### src/rtl/priv_flag_pkg.sv
package priv_flag_pkg;

    localparam int CLS_W = 3;

    typedef enum logic [CLS_W-1:0] {
        CLS_NONE    = 3'd0,
        CLS_RESTORE = 3'd1,
        CLS_SYSTEM  = 3'd2,
        CLS_PORTIO  = 3'd3,
        CLS_SETIF   = 3'd4,
        CLS_CLRIF   = 3'd5,
        CLS_RSVD6   = 3'd6,
        CLS_RSVD7   = 3'd7
    } ins_class_e;

    typedef enum logic [1:0] {
        ST_IDLE  = 2'd0,
        ST_APPLY = 2'd1,
        ST_FAULT = 2'd2
    } guard_state_e;

    typedef struct packed {
        logic acts;
        logic allow;
    } verdict_t;

endpackage

### src/rtl/pfg_gate.sv
module pfg_gate
    import priv_flag_pkg::*;
#(
    parameter int PL_W = 2
) (
    input  logic [CLS_W-1:0] cls,
    input  logic [PL_W-1:0]  cur_pl,
    input  logic [PL_W-1:0]  io_pl,
    output verdict_t         verdict
);

    logic io_denied;
    logic sys_denied;

    assign io_denied  = (cur_pl > io_pl);
    assign sys_denied = (cur_pl != '0);

    always_comb begin
        verdict.acts  = 1'b0;
        verdict.allow = 1'b1;
        unique case (cls)
            CLS_RESTORE: begin
                verdict.acts  = 1'b1;
                verdict.allow = 1'b1;
            end
            CLS_SYSTEM: begin
                verdict.acts  = 1'b1;
                verdict.allow = !sys_denied;
            end
            CLS_PORTIO, CLS_SETIF, CLS_CLRIF: begin
                verdict.acts  = 1'b1;
                verdict.allow = !io_denied;
            end
            CLS_NONE, CLS_RSVD6, CLS_RSVD7: begin
                verdict.acts  = 1'b0;
                verdict.allow = 1'b1;
            end
            default: begin
                verdict.acts  = 1'b0;
                verdict.allow = 1'b1;
            end
        endcase
    end

endmodule

### src/rtl/pfg_merge.sv
module pfg_merge
    import priv_flag_pkg::*;
#(
    parameter int FLAG_W  = 16,
    parameter int PL_W    = 2,
    parameter int IE_POS  = 9,
    parameter int IOPL_LO = 12
) (
    input  logic [CLS_W-1:0]  cls,
    input  logic [PL_W-1:0]   cur_pl,
    input  logic [FLAG_W-1:0] old_flags,
    input  logic [FLAG_W-1:0] new_flags,
    output logic [FLAG_W-1:0] merged
);

    localparam int IOPL_HI = IOPL_LO + PL_W - 1;

    logic [PL_W-1:0]   io_pl;
    logic              keep_ie;
    logic              keep_iopl;
    logic [FLAG_W-1:0] keep_mask;
    logic [FLAG_W-1:0] restored;

    assign io_pl     = old_flags[IOPL_HI:IOPL_LO];
    assign keep_ie   = (cur_pl > io_pl);
    assign keep_iopl = (cur_pl != '0);

    for (genvar b = 0; b < FLAG_W; b++) begin : g_mask
        if (b == IE_POS) begin : g_ie
            assign keep_mask[b] = keep_ie;
        end else if (b >= IOPL_LO && b <= IOPL_HI) begin : g_iopl
            assign keep_mask[b] = keep_iopl;
        end else begin : g_free
            assign keep_mask[b] = 1'b0;
        end
    end

    assign restored = (old_flags & keep_mask) | (new_flags & ~keep_mask);

    always_comb begin
        merged = old_flags;
        unique case (cls)
            CLS_RESTORE: merged = restored;
            CLS_SETIF:   merged[IE_POS] = 1'b1;
            CLS_CLRIF:   merged[IE_POS] = 1'b0;
            default:     merged = old_flags;
        endcase
    end

endmodule

### src/rtl/priv_flag_guard.sv
module priv_flag_guard
    import priv_flag_pkg::*;
#(
    parameter int              FLAG_W    = 16,
    parameter int              PL_W      = 2,
    parameter int              IE_POS    = 9,
    parameter int              IOPL_LO   = 12,
    parameter int              VEC_W     = 8,
    parameter int              GP_VECTOR = 13,
    parameter int              CODE_W    = 16,
    parameter logic [15:0]     RST_FLAGS = 16'h0002
) (
    input  logic                clk,
    input  logic                rst,
    input  logic                ins_valid,
    input  logic [CLS_W-1:0]    ins_class,
    input  logic [PL_W-1:0]     cpl,
    input  logic [FLAG_W-1:0]   restore_val,
    output logic [FLAG_W-1:0]   flags_q,
    output logic                fault_pulse,
    output logic [VEC_W-1:0]    fault_vector,
    output logic [CODE_W-1:0]   fault_code
);

    localparam int IOPL_HI = IOPL_LO + PL_W - 1;
    localparam logic [VEC_W-1:0] VEC_VAL = VEC_W'(GP_VECTOR);

    guard_state_e      state_q, state_d;
    verdict_t          verdict;
    logic [FLAG_W-1:0] merged;
    logic [PL_W-1:0]   io_pl;

    assign io_pl = flags_q[IOPL_HI:IOPL_LO];

    pfg_gate #(.PL_W(PL_W)) gate_i (
        .cls     (ins_class),
        .cur_pl  (cpl),
        .io_pl   (io_pl),
        .verdict (verdict)
    );

    pfg_merge #(
        .FLAG_W  (FLAG_W),
        .PL_W    (PL_W),
        .IE_POS  (IE_POS),
        .IOPL_LO (IOPL_LO)
    ) merge_i (
        .cls       (ins_class),
        .cur_pl    (cpl),
        .old_flags (flags_q),
        .new_flags (restore_val),
        .merged    (merged)
    );

    // next-state: T_NONE / T_COMMIT / T_DENY from any state
    always_comb begin
        state_d = ST_IDLE;
        unique case (state_q)
            ST_IDLE, ST_APPLY, ST_FAULT: begin
                if (!ins_valid || !verdict.acts)
                    state_d = ST_IDLE;
                else if (verdict.allow)
                    state_d = ST_APPLY;
                else
                    state_d = ST_FAULT;
            end
            default: state_d = ST_IDLE;
        endcase
    end

    always_ff @(posedge clk) begin
        if (rst) state_q <= ST_IDLE;
        else     state_q <= state_d;
    end

    always_ff @(posedge clk) begin
        if (rst)
            flags_q <= FLAG_W'(RST_FLAGS);
        else if (state_d == ST_APPLY)
            flags_q <= merged;
    end

    always_comb begin
        fault_pulse  = 1'b0;
        fault_vector = '0;
        fault_code   = '0;
        unique case (state_q)
            ST_FAULT: begin
                fault_pulse  = 1'b1;
                fault_vector = VEC_VAL;
            end
            ST_IDLE, ST_APPLY: begin
                fault_pulse  = 1'b0;
                fault_vector = '0;
            end
            default: begin
                fault_pulse  = 1'b0;
                fault_vector = '0;
            end
        endcase
    end

    // restores never fault
    p_restore_quiet_r5: assert property (@(posedge clk) disable iff (rst)
        (ins_valid && ins_class == CLS_RESTORE) |=> !fault_pulse);

    // system class at nonzero CPL faults with vector 13
    p_sys_fault_r6: assert property (@(posedge clk) disable iff (rst)
        (ins_valid && ins_class == CLS_SYSTEM && cpl != '0) |=>
        (fault_pulse && fault_vector == VEC_VAL));

    // faulting instruction leaves flags untouched
    p_fault_holds_flags_r8: assert property (@(posedge clk) disable iff (rst)
        fault_pulse |-> flags_q == $past(flags_q));

    // a fault only follows a presented instruction
    p_fault_after_ins_r8: assert property (@(posedge clk) disable iff (rst)
        fault_pulse |-> $past(ins_valid));

    // IOPL field protected above CPL 0
    p_iopl_kept_r4: assert property (@(posedge clk) disable iff (rst)
        (ins_valid && ins_class == CLS_RESTORE && cpl != '0) |=>
        flags_q[IOPL_HI:IOPL_LO] == $past(flags_q[IOPL_HI:IOPL_LO]));

    // interrupt enable protected when CPL > IOPL
    p_ie_kept_r3: assert property (@(posedge clk) disable iff (rst)
        (ins_valid && ins_class == CLS_RESTORE && cpl > io_pl) |=>
        $stable(flags_q[IE_POS]));

    // no strobe means no change and no fault
    p_idle_quiet_r10: assert property (@(posedge clk) disable iff (rst)
        !ins_valid |=> (!fault_pulse && $stable(flags_q)));

endmodule

### config.mk
export PLATFORM = sky130hd
export DESIGN_NAME = priv_flag_guard
export DESIGN_NICKNAME = d
export VERILOG_FILES = /design/src/rtl/priv_flag_pkg.sv /design/src/rtl/pfg_gate.sv /design/src/rtl/pfg_merge.sv /design/src/rtl/priv_flag_guard.sv
export SDC_FILE = /design/constraint.sdc
export NUM_CORES = 1
export LEC_CHECK = 0
export BUFFER_PORTS_ARGS = -buffer_cell sky130_fd_sc_hd__buf_2
export CORE_ASPECT_RATIO = 1.5
export CORE_MARGIN = 1
export CORE_UTILIZATION = 44
export DETAILED_ROUTE_END_ITERATION = 12
export PLACE_DENSITY = 0.83
export SETUP_SLACK_MARGIN = 0.4
export SLEW_MARGIN = 25
export SYNTH_ARGS = -nofsm -noshare
export SYNTH_HDL_FRONTEND = slang
export SYNTH_SLANG_ARGS = --single-unit
### constraint.sdc
create_clock -name clk -period 4.35 [get_ports clk]
set_input_delay 0.87 -clock clk [delete_from_list [all_inputs] [get_ports clk]]
set_output_delay 0.87 -clock clk [all_outputs]
set_load 0.01 [all_outputs]
Yosys cells after proc, flatten, opt, wreduce, memory -nomap -nowiden
Cells that the tools add are included.

Reduce and logical (&&, ||, !) cells: 14. Magnitude comparators: 1. Equal/unequal tests: 10. Muxes and demuxes: 7. Multipliers: 0. Add/sub/neg operators: 0. Bitwise logic cells: 4. Shift-type cells: 0. Div/mod/pow operators: 0.

Operator list (number): $and A16 B14 Y16 (1); $and A16 B16 Y16 (1); $not A14 Y16 (1); $or A16 B16 Y16 (1); $eq A3 B3 Y1 const B (4); $reduce_or A3 Y1 (3); $pmux W2 S4 (1); $eq A3 B2 Y1 const B (2); $mux W2 (3); $eq A2 B1 Y1 const B (2); $logic_not A1 Y1 (4); $mux W4 (1); $reduce_and A2 Y1 (2); $eq A3 B1 Y1 const B (1); $logic_not A3 Y1 (1); $pmux W1 S3 (1); $reduce_bool A3 Y1 (1); $eq A2 B2 Y1 const B (1); $gt A2 B2 Y1 (1); $logic_not A2 Y1 (1); $reduce_bool A2 Y1 (1); $logic_or A1 B1 Y1 (1); $mux W1 (1).

Flip-flop bits (word level): 18. Input bits: 24. Output and inout bits: 41. Memory bits (read-only): 0. Memory bits (writable): 0. Latch bits: 0. Logic and storage cells: 39. Memories kept: 0.

Longest topological paths before layout
Gate-level depths: netlist (run 1).

Depth after elaboration: 9. Gate-level depth with buffers: 6. Mapped depth without buffers: 6.

Hierarchy
Synthesis (run 1) repeated with hierarchy kept, for this count alone.

Cells, all modules: 147. Area total of the unflattened synthesis: 1366.3 µm².

By module, submodules not included: priv_flag_guard (cells each 102, seq. area each 360.3 µm², area an instance 983.4 µm², instances 1); pfg_merge (cells each 32, seq. area each 0.0 µm², area an instance 287.8 µm², instances 1); pfg_gate (cells each 13, seq. area each 0.0 µm², area an instance 95.1 µm², instances 1).

Worst setup path after synthesis (run 1)
Ideal clock, no wire load.

Path type: in2reg. From: input port cpl[1]. To: register with a tool-made name. Arrival time: 2.097 ns. Setup time: 0.086 ns. Stages: 5. Path slack: 2.168 ns. Path buffers: 0. Data required time: 4.264 ns. Cell sequence: ha_1 -> nor2b_1 -> a2bb2oi_1 -> or4_1 -> a211oi_1.

RTL lines: from (decl) (line priv_flag_guard.sv:17) `input logic [PL_W-1:0] cpl,`.

Worst setup path after layout (run 1)
From: input port ins_valid. To: register flags_q[1].

Longest elaborated chain between the ends: 6.

RTL lines: from (decl) (line priv_flag_guard.sv:15) `input logic ins_valid,`; $logic_not A1 Y1 (line priv_flag_guard.sv:60) `if (!ins_valid || !verdict.acts)`; $logic_or A1 B1 Y1 (line priv_flag_guard.sv:60); $mux W2 (line priv_flag_guard.sv:60); $mux W2 (line priv_flag_guard.sv:58) `unique case (state_q)`; $eq A2 B1 Y1 (line priv_flag_guard.sv:79) `else if (state_d == ST_APPLY)`; $reduce_and A2 Y1 (no source line); to (signal assigned) (line priv_flag_guard.sv:78) `flags_q <= FLAG_W'(RST_FLAGS);`; to (signal assigned) (line priv_flag_guard.sv:80) `flags_q <= merged;`; to (decl) (line priv_flag_guard.sv:19) `output logic [FLAG_W-1:0] flags_q,`.

No other way between the ends. A chain may end at the register's enable or synchronous reset.

==> summary.md, run 1 <==
| Metric | Value |
|---|---|
| Inst Count DP | 164 |
| Iteration count of the initial detailed-routing pass | 3 |
| EDFF count, synth | 0 |
| GRT overflow | 0 |
| Synth-to-Final Area Change | 14.98% |
| Final GP Congestion | ~0.68 |
| FP Rows | 20 |
| Routed vias | between 700 and 800 |
| Top FF cell, synth | dfxtp_1 |
| Synth top area share | 35.96% |
| Post-synth cell types | 26 |
| Fillers | between 150 and 200 |
| Synth Area in XOR/XNOR | 0% |
| Longest Clk Path Bufs | 2 |
| CP arrival | approximately 2300 ps |
| Worst-path clk slew | roughly 100 ps |
| Core area | slightly above 2000 sq um |
| Largest net degree at the start of global routing | 18 |
| Final ANT Viol Nets | 0 |
| CP Capture Type | register |
| Worst-Margin Slew | about 560 ps |
| Status | completed |
| Drt drc | 0 |
| Seq/Total Area, Yosys | between 30 and 40% |
| Die W | 40.97 um |
| Root Buffer | clkbuf_4 |
| Port Buffer Count | 43 |
| Clk_skew | between 0.8 and 0.9 ps |
| Post-Synth Simple-Gate Area | roughly 17% |
| CTS tree | built |
| Clk sinks | 18 |
| Wire per inst | just over 10 um |
| Post-synthesis compound-gate area fraction | approximately 7.6% |
| Sum Neg Setup Slack | 0 ps |
| # IOs | 65 |
| Leakage | ~0.57 nW |
| Critical setup path kind | input pin to register |
| Final period utilization | around half |
| Post-cts hold buffer count | 0 |
| PostCTS Resize Cnt | 0 |
| Power, Total | ~0.32 mW |
| Clk Latency, worst-skew pair | ~290 ps |
| Worst endpoint required time | 4540 ps |
| Max-slew violations | 0 |
| Share of layout cells above drive strength 1 | between 30% and 40% |
| Gr usage total | 16.64% |
| Initial antenna violation count | 0 |
| Mapped Cells | between 100 and 150 |
| Die area | around 2500 sq um |
| Peak VDD IR | 0.1487 mV |
| Iter 0 DRT Violations | 3 |
| Pre-CTS WS | around 1700 ps |
| Rel. slew slack | about 62% |
| Final Instance Count excl. Fillers | around 170 |
| Initial Util | between 40% and 50% |
| Post-synthesis mux area share | between 10% and 20% |
| Largest cells by area after synthesis | dfxtp_1, buf_4, mux2i_1 |
| Count leader, synth | buf_4 |
| Max Cap Viol | 0 |
| Final Hold Fails | 0 |
| Routed vias/inst | approximately 4.7 |
| CTS Buf Count | 3 |
| Area leader, netlist | dfxtp_1 |
| Post-Synth Adder-Cell Area | under 10% |
| Synth warnings | 0 |
| DP HPWL | between 1000 and 1500 um |
| Vias in the first global route | about 720 |
| Crit path launch type | input pin |
| Antenna Cells | 0 |
| H-tree depth | 1 |
| Fin nets | around 170 |
| Worst-path fanout max | 9 |
| Post-CTS Setup Repair Bufs | 0 |
| Yosys reg bits | 18 |
| Worst hold path type | register to register |
| Mapped Avg Cell Area | a little over 9 sq um |
| Ys async rst share | 0% |
| Largest family of logic cells by synthesized area | buffers and inverters |
| Synth Cell Area | 1002 sq um |
| Total wire length | roughly 1800 um |
| First-pass GRT wire length | between 2000 and 3000 um |
| Pwr dens | 280.4 nW/um^2 |
| Final setup violation count | 0 |
| Die Ht | 60.45 um |
| Synth cell count leaders | buf_4, dfxtp_1, nor2_1, mux2i_1, inv_1 |
| Min Tclk post-route | ~2100 ps |
| Maximum clock frequency | between 0.4 and 0.5 GHz |
| Unrepaired setup endpoints after global routing | no |
| Post-route setup slack | about 2200 ps |
==> critical path: stages <==
cell	delay [ps]
buf_2	70
a21bo_2	260
nor4b_4	550
buf_6	230
nor2b_1	60
a211o_1	260
==> area by class of cell <==
class	instances	area [sq um]	share of cell area (%)
Clock buffer	4	36.28	3.149
Multi-Input combinational cell	77	486.7	42.24
Tap cell	22	27.53	2.389
Sequential cell	18	360.3	31.27
Inverter	4	15.01	1.303
Timing Repair Buffer	44	226.5	19.65
==> placed cells by master, fill, tap and decap left out, types with 2 or more instances in the layout <==
master and instances:
a211oi_1 2, a21oi_1 2, buf_2 43, clkbuf_4 3, conb_1 21, dfxtp_1 18
ha_1 2, inv_1 4, mux2i_1 14, nor2_1 18, nor2b_1 3, o21ai_0 3
==> final timing paths <==
| kind | cells past startpoint | to | slack [ps] | start |
|---|---|---|---|---|
| min reg2reg | 2 | register | 460 | register |
| min | 2 | register | 460 | register |
| max reg2reg | 6 | register | 2570 | register |
| max | 6 | flags_q[1] | 2240 | ins_valid |
==> per-layer routing <==
metal	vias to the layer above	track usage [%]	part of all wire, %
li1	396	-	-
met1	353	20.00	42
met2	37	27.68	50
met3	0	2.930	7.6
met4	0	7.143	0
met5	-	0	0
==> kinds of logic after synthesis <==
family	after synthesis
AO/OA/AOI/OAI	11
adder cells (fa/ha/maj)	2
buffers and inverters	33
flip-flops	18
multiplexers	14
other	1
AND/OR/NAND/NOR	29
==> stage by stage <==
step	util, %	cell area [sq um]	hold WS [ps]
2_1_floorplan	-	1077	477.9
3_3_place_gp	53.19	1105	444.1
3_5_place_dp	53.19	1105	451.1
4_1_cts	54.94	1141	466.5
5_1_grt	55.48	1152	514.5
6_report	55.48	1152	459.5
==> report_power, final <==
group          total (mW)  internal, mW  switching (mW)
combinational      0.0502        0.0206          0.0296
clock               0.102        0.0510          0.0513
sequential          0.171         0.169         0.00190
total               0.323         0.240          0.0828
No activity file was read; power rests on OpenSTA's default activity.
==> inputs of run 2 (changes only) <==
Settings changed: CORE_UTILIZATION 44 to 41, PLACE_DENSITY 0.83 to 0.78.
Clock period 4.35 ns to 2.1 ns, I/O delays scaled along.
==> summary.md, run 2 (synthesis gave the netlist of run 1 again) <==
| Metric | Value |
|---|---|
| Status | completed |
| CP Capture Type | register |
| Initial Util | 44.35% |
| Util after Layout | between 50% and 60% |
| Grt peak-use layer | met2 |
| First-pass GRT wire length | 2856 um |
| Min Tclk post-route | around 1600 ps |
| Pre-CTS WS | between 200 and 300 ps |
| Worst-path clk slew | roughly 100 ps |
| Final GP Congestion | approximately 0.76 |
| Max-slew violations | 0 |
| Unrepaired setup endpoints after global routing | no |
| Clk Latency, worst-skew pair | 290 ps |
| Clk sinks | 18 |
| Drt drc | 0 |
| Vias in the first global route | between 600 and 700 |
| Post-DP Area | around 1100 sq um |
| Worst hold path type | input pin to register |
| GRT overflow | 0 |
| Post-route setup slack | ~470 ps |
| CTS Buf Count | 3 |
| Routed vias/inst | 4.719 |
| Root Buffer | clkbuf_4 |
| FP Rows | 21 |
| Die Ht | around 63 um |
| Longest Clk Path Bufs | 2 |
| Wire per inst | ~10 um |
| Met3 Use GR | about 2.6% |
| Peak VDD IR | ~0.38 mV |
| WHS Path Cells | 2 |
| Final Hold Fails | 0 |
| Final period utilization | between 70 and 80% |
| Most common cell after layout, fill and taps aside | buf_2 |
| Commonest cells after routing, fill and taps aside | buf_2, conb_1, nor2_1, dfxtp_1, mux2i_1 |
| Hold path start | restore_val[1] |
| Reg2reg setup slack | around 470 ps |
| DP HPWL | around 1400 um |
| Grt met2 use | a little under a quarter |
| # IOs | 65 |
| Die area | around 2700 sq um |
| CTS tree | built |
| Hold path endpoint | flags_q[1] |
| Clk_skew | approximately 3.8 ps |
| CP arrival | about 1800 ps |
| Final hold slack | around 330 ps |
| Initial antenna violation count | 0 |
| Worst-path fanout max | 5 |
| Antenna Cells | 0 |
| Final Instance Count excl. Fillers | roughly 170 |
| Iteration count of the initial detailed-routing pass | 4 |
| Share of layout cells above drive strength 1 | 39.86% |
| Synth-to-Final Area Change | 20.23% |
| Port Buffer Count | 43 |
| Final setup violation count | 0 |
| Power, Total | approximately 0.68 mW |
| Fillers | 238 |
| Largest net degree at the start of global routing | 18 |
| Inst Count DP | between 150 and 200 |
| Sum Neg Setup Slack | 0 ps |
| Leakage | just under 0.6 nW |
| Design area | roughly 1200 sq um |
| Iter 0 DRT Violations | 12 |
| Gr usage total | between 10% and 20% |
| Register-to-Register Path Depth | 6 |
| Worst endpoint required time | approximately 2300 ps |
| Pwr dens | ~560 nW/um^2 |
| Total wire length | between 1500 and 2000 um |
| Routed vias | just over 800 |
| Global Route met1 Usage | between 15 and 20% |
| Max Cap Viol | 0 |
| Fin nets | 175 |
| Crit path launch type | register |
| Critical setup path kind | register to register |
| Final ANT Viol Nets | 0 |
| Post-cts hold buffer count | 0 |
| Core area | approximately 2300 sq um |
| Maximum clock frequency | roughly 0.61 GHz |
| Die W | 42.37 um |
| H-tree depth | 1 |
## run 2: cell types whose count changed in the layout (fill, tap and decap cells not counted), sizes merged
cell  previous run  this run
buf             44        45
## run 2: worst max path at each step
| stage | slack [ps] | to | start | depth (start not counted) |
|---|---|---|---|---|
| 2_1_floorplan | 430 | register | register | 6 |
| 3_3_place_gp | 290 | register | cpl[1] | 6 |
| 3_5_place_dp | 250 | register | cpl[1] | 6 |
| 4_1_cts | 420 | register | register | 6 |
| 5_1_grt | 400 | register | register | 6 |
| 6_report | 470 | register | register | 6 |
## run 2: area by class of cell
class	count	area, sq um	share of cell area, %
repair buffers	45	230.2	19.11
flip-flops and latches	18	361.6	30.01
inverters	4	15.01	1.246
clock buffers	4	36.28	3.011
well taps	23	28.78	2.388
multi-input cells	77	533.0	44.24
## run 2: timing repair
action,CTS,global route
gates cloned,0,0
resized for setup,1,5
pin swaps,0,2
setup endpoints to repair,1,1
setup buffers,0,1
## run 2: worst max-delay path, stage by stage (launching register included)
cell and delay [ps]:
dfxtp_2 360, inv_2 50, ha_4 220, nor2b_4 130, a2bb2oi_4 150, or4_4 420
a211oi_2 230
## run 2: metal layers
layer	wire length [um]	vias up
li1	-	397
met1	736	368
met2	854	42
met3	131	0
met4	0	0
met5	0	-
## run 2: power breakdown
| part | leakage (nW) | switching, mW | internal (mW) |
|---|---|---|---|
| Sequential | 0.146 | 0.00400 | 0.350 |
| Combinational | 0.424 | 0.0657 | 0.0504 |
| Clock | 0.0210 | 0.105 | 0.106 |
==> inputs of run 3 (changes only) <==
Clock period 2.1 ns to 1.7 ns, I/O delays scaled along.
==> summary.md, run 3 (synthesis gave the netlist of run 1 again) <==
| Metric | Value |
|---|---|
| Routed vias/inst | around 4.7 |
| Largest net degree at the start of global routing | 18 |
| Root Buffer | clkbuf_4 |
| FP Rows | 21 |
| Total wire length | about 2000 um |
| Initial antenna violation count | 0 |
| Min Tclk post-route | 1576 ps |
| H-tree depth | 1 |
| Synth-to-Final Area Change | 27.97% |
| Final GP Congestion | approximately 0.71 |
| Worst hold path type | input pin to register |
| Antenna Cells | 0 |
| Post-DP Area | around 1200 sq um |
| First-pass GRT wire length | between 3000 and 4000 um |
| Commonest cells after routing, fill and taps aside | buf_2, conb_1, nor2_1, dfxtp_1, mux2i_1 |
| Leakage | between 0.6 and 0.7 nW |
| Worst-path clk slew | about 100 ps |
| Die area | ~2700 sq um |
| Unrepaired setup endpoints after global routing | yes |
| Clk Latency, worst-skew pair | 290 ps |
| Die Ht | 62.55 um |
| Cells along the critical path | inv_2, ha_4, nor2b_4, a2bb2oi_2, or4_1, a211oi_2 |
| Pwr dens | 669.7 nW/um^2 |
| Drt drc | 0 |
| Clk_skew | between 0.6 and 0.7 ps |
| CP arrival | 1790 ps |
| Gr usage total | about 14% |
| Clk sinks | 18 |
| Design area | between 1000 and 1500 sq um |
| Longest Clk Path Bufs | 2 |
| Share of layout cells above drive strength 1 | roughly 44% |
| Final period utilization | between 90 and 100% |
| Status | completed |
| CP Capture Type | register |
| Inst Count DP | 169 |
| # IOs | 65 |
| Max Cap Viol | 0 |
| Final Hold Fails | 0 |
| CP max stage delay | 430 ps |
| Iteration count of the initial detailed-routing pass | 3 |
| Port Buffer Count | 43 |
| Worst endpoint required time | between 1500 and 2000 ps |
| Routed vias | 826 |
| DP HPWL | between 1000 and 1500 um |
| Peak VDD IR | ~0.43 mV |
| Maximum clock frequency | 0.6345 GHz |
| Iter 0 DRT Violations | 12 |
| WP buf/inv | 1 |
| Max-slew violations | 0 |
| Initial Util | between 40% and 50% |
| Die W | roughly 42 um |
| Vias in the first global route | a little over 700 |
| Critical setup path kind | register to register |
| Final Instance Count excl. Fillers | ~170 |
| Final setup violation count | 0 |
| CP delay by family, top | simple AND/OR/NAND/NOR gates |
| CTS tree | built |
| Worst-path fanout max | 2 |
| Slowest CP cell | or4_1 |
| Fin nets | about 180 |
| Final ANT Viol Nets | 0 |
| CTS Buf Count | 3 |
| Crit path launch type | register |
| Wire per inst | roughly 11 um |
| Most common cell after layout, fill and taps aside | buf_2 |
| Core area | between 2000 and 2500 sq um |
| GRT overflow | 0 |
-- run 3: cell count changes in the layout (fill, tap and decap cells not counted), moves of 2 or more --
cell / previous run / this run
buf_2: 43 / 38
buf_6: 0 / 4
buf_4: 2 / 5
dfxtp_1: 17 / 15
dfxtp_2: 1 / 3
o21ai_0: 3 / 1
o21ai_1: 0 / 2
-- run 3: worst paths after layout --
| kind | slack [ps] | cells after the start | to | from |
|---|---|---|---|---|
| hold / removal | 250 | 2 | flags_q[1] | restore_val[1] |
| setup reg to reg | 120 | 6 | register | register |
| hold reg to reg | 500 | 2 | register | register |
| setup / recovery | 120 | 6 | register | register |
-- run 3: final cells by class --
type | instances | area (sq um)
flip-flops and latches | 18 | 364.1
fillers | 225 | 977.2
repair buffers | 48 | 292.8
well taps | 23 | 28.78
multi-input cells | 77 | 545.5
inverters | 4 | 15.01
clock buffers | 4 | 36.28
-- run 3: timing repair --
item                                    CTS  global route
hold buffers                              0             0
buffers inserted                          1             0
endpoints found under the setup margin   22            20
endpoints found under the hold margin     0             0
pin swaps                                 2             3
gates resized for setup                   5            10
-- run 3: metrics by stage --
| step | hold slack, ps | utilization, % | setup TNS, ps | power, mW | worst slack (ps) |
|---|---|---|---|---|---|
| after floorplan | 457.9 | - | 0 | 0.5779 | 165.0 |
| after global placement | 456.7 | 52.33 | 0 | 0.5883 | 57.90 |
| after detailed placement | 465.8 | 52.33 | -10.44 | 0.5936 | -10.44 |
| after CTS | 244.2 | 54.82 | 0 | 0.8546 | 176.3 |
| after global routing | 242.2 | 56.76 | 0 | 0.9008 | 55.39 |
| final | 245.8 | 56.76 | 0 | 0.8589 | 123.9 |
-- run 3: layer usage --
layer  global-route usage, %  share of wire, %
met4                   4.688              0.71
met2                   26.35                54
met3                   3.468               6.4
met1                   14.90                39
met5                       0                 0
-- run 3: power by group --
| group | switching (mW) | internal [mW] |
|---|---|---|
| Sequential | 0.00595 | 0.432 |
| Combinational | 0.0864 | 0.0736 |
| Clock | 0.130 | 0.131 |
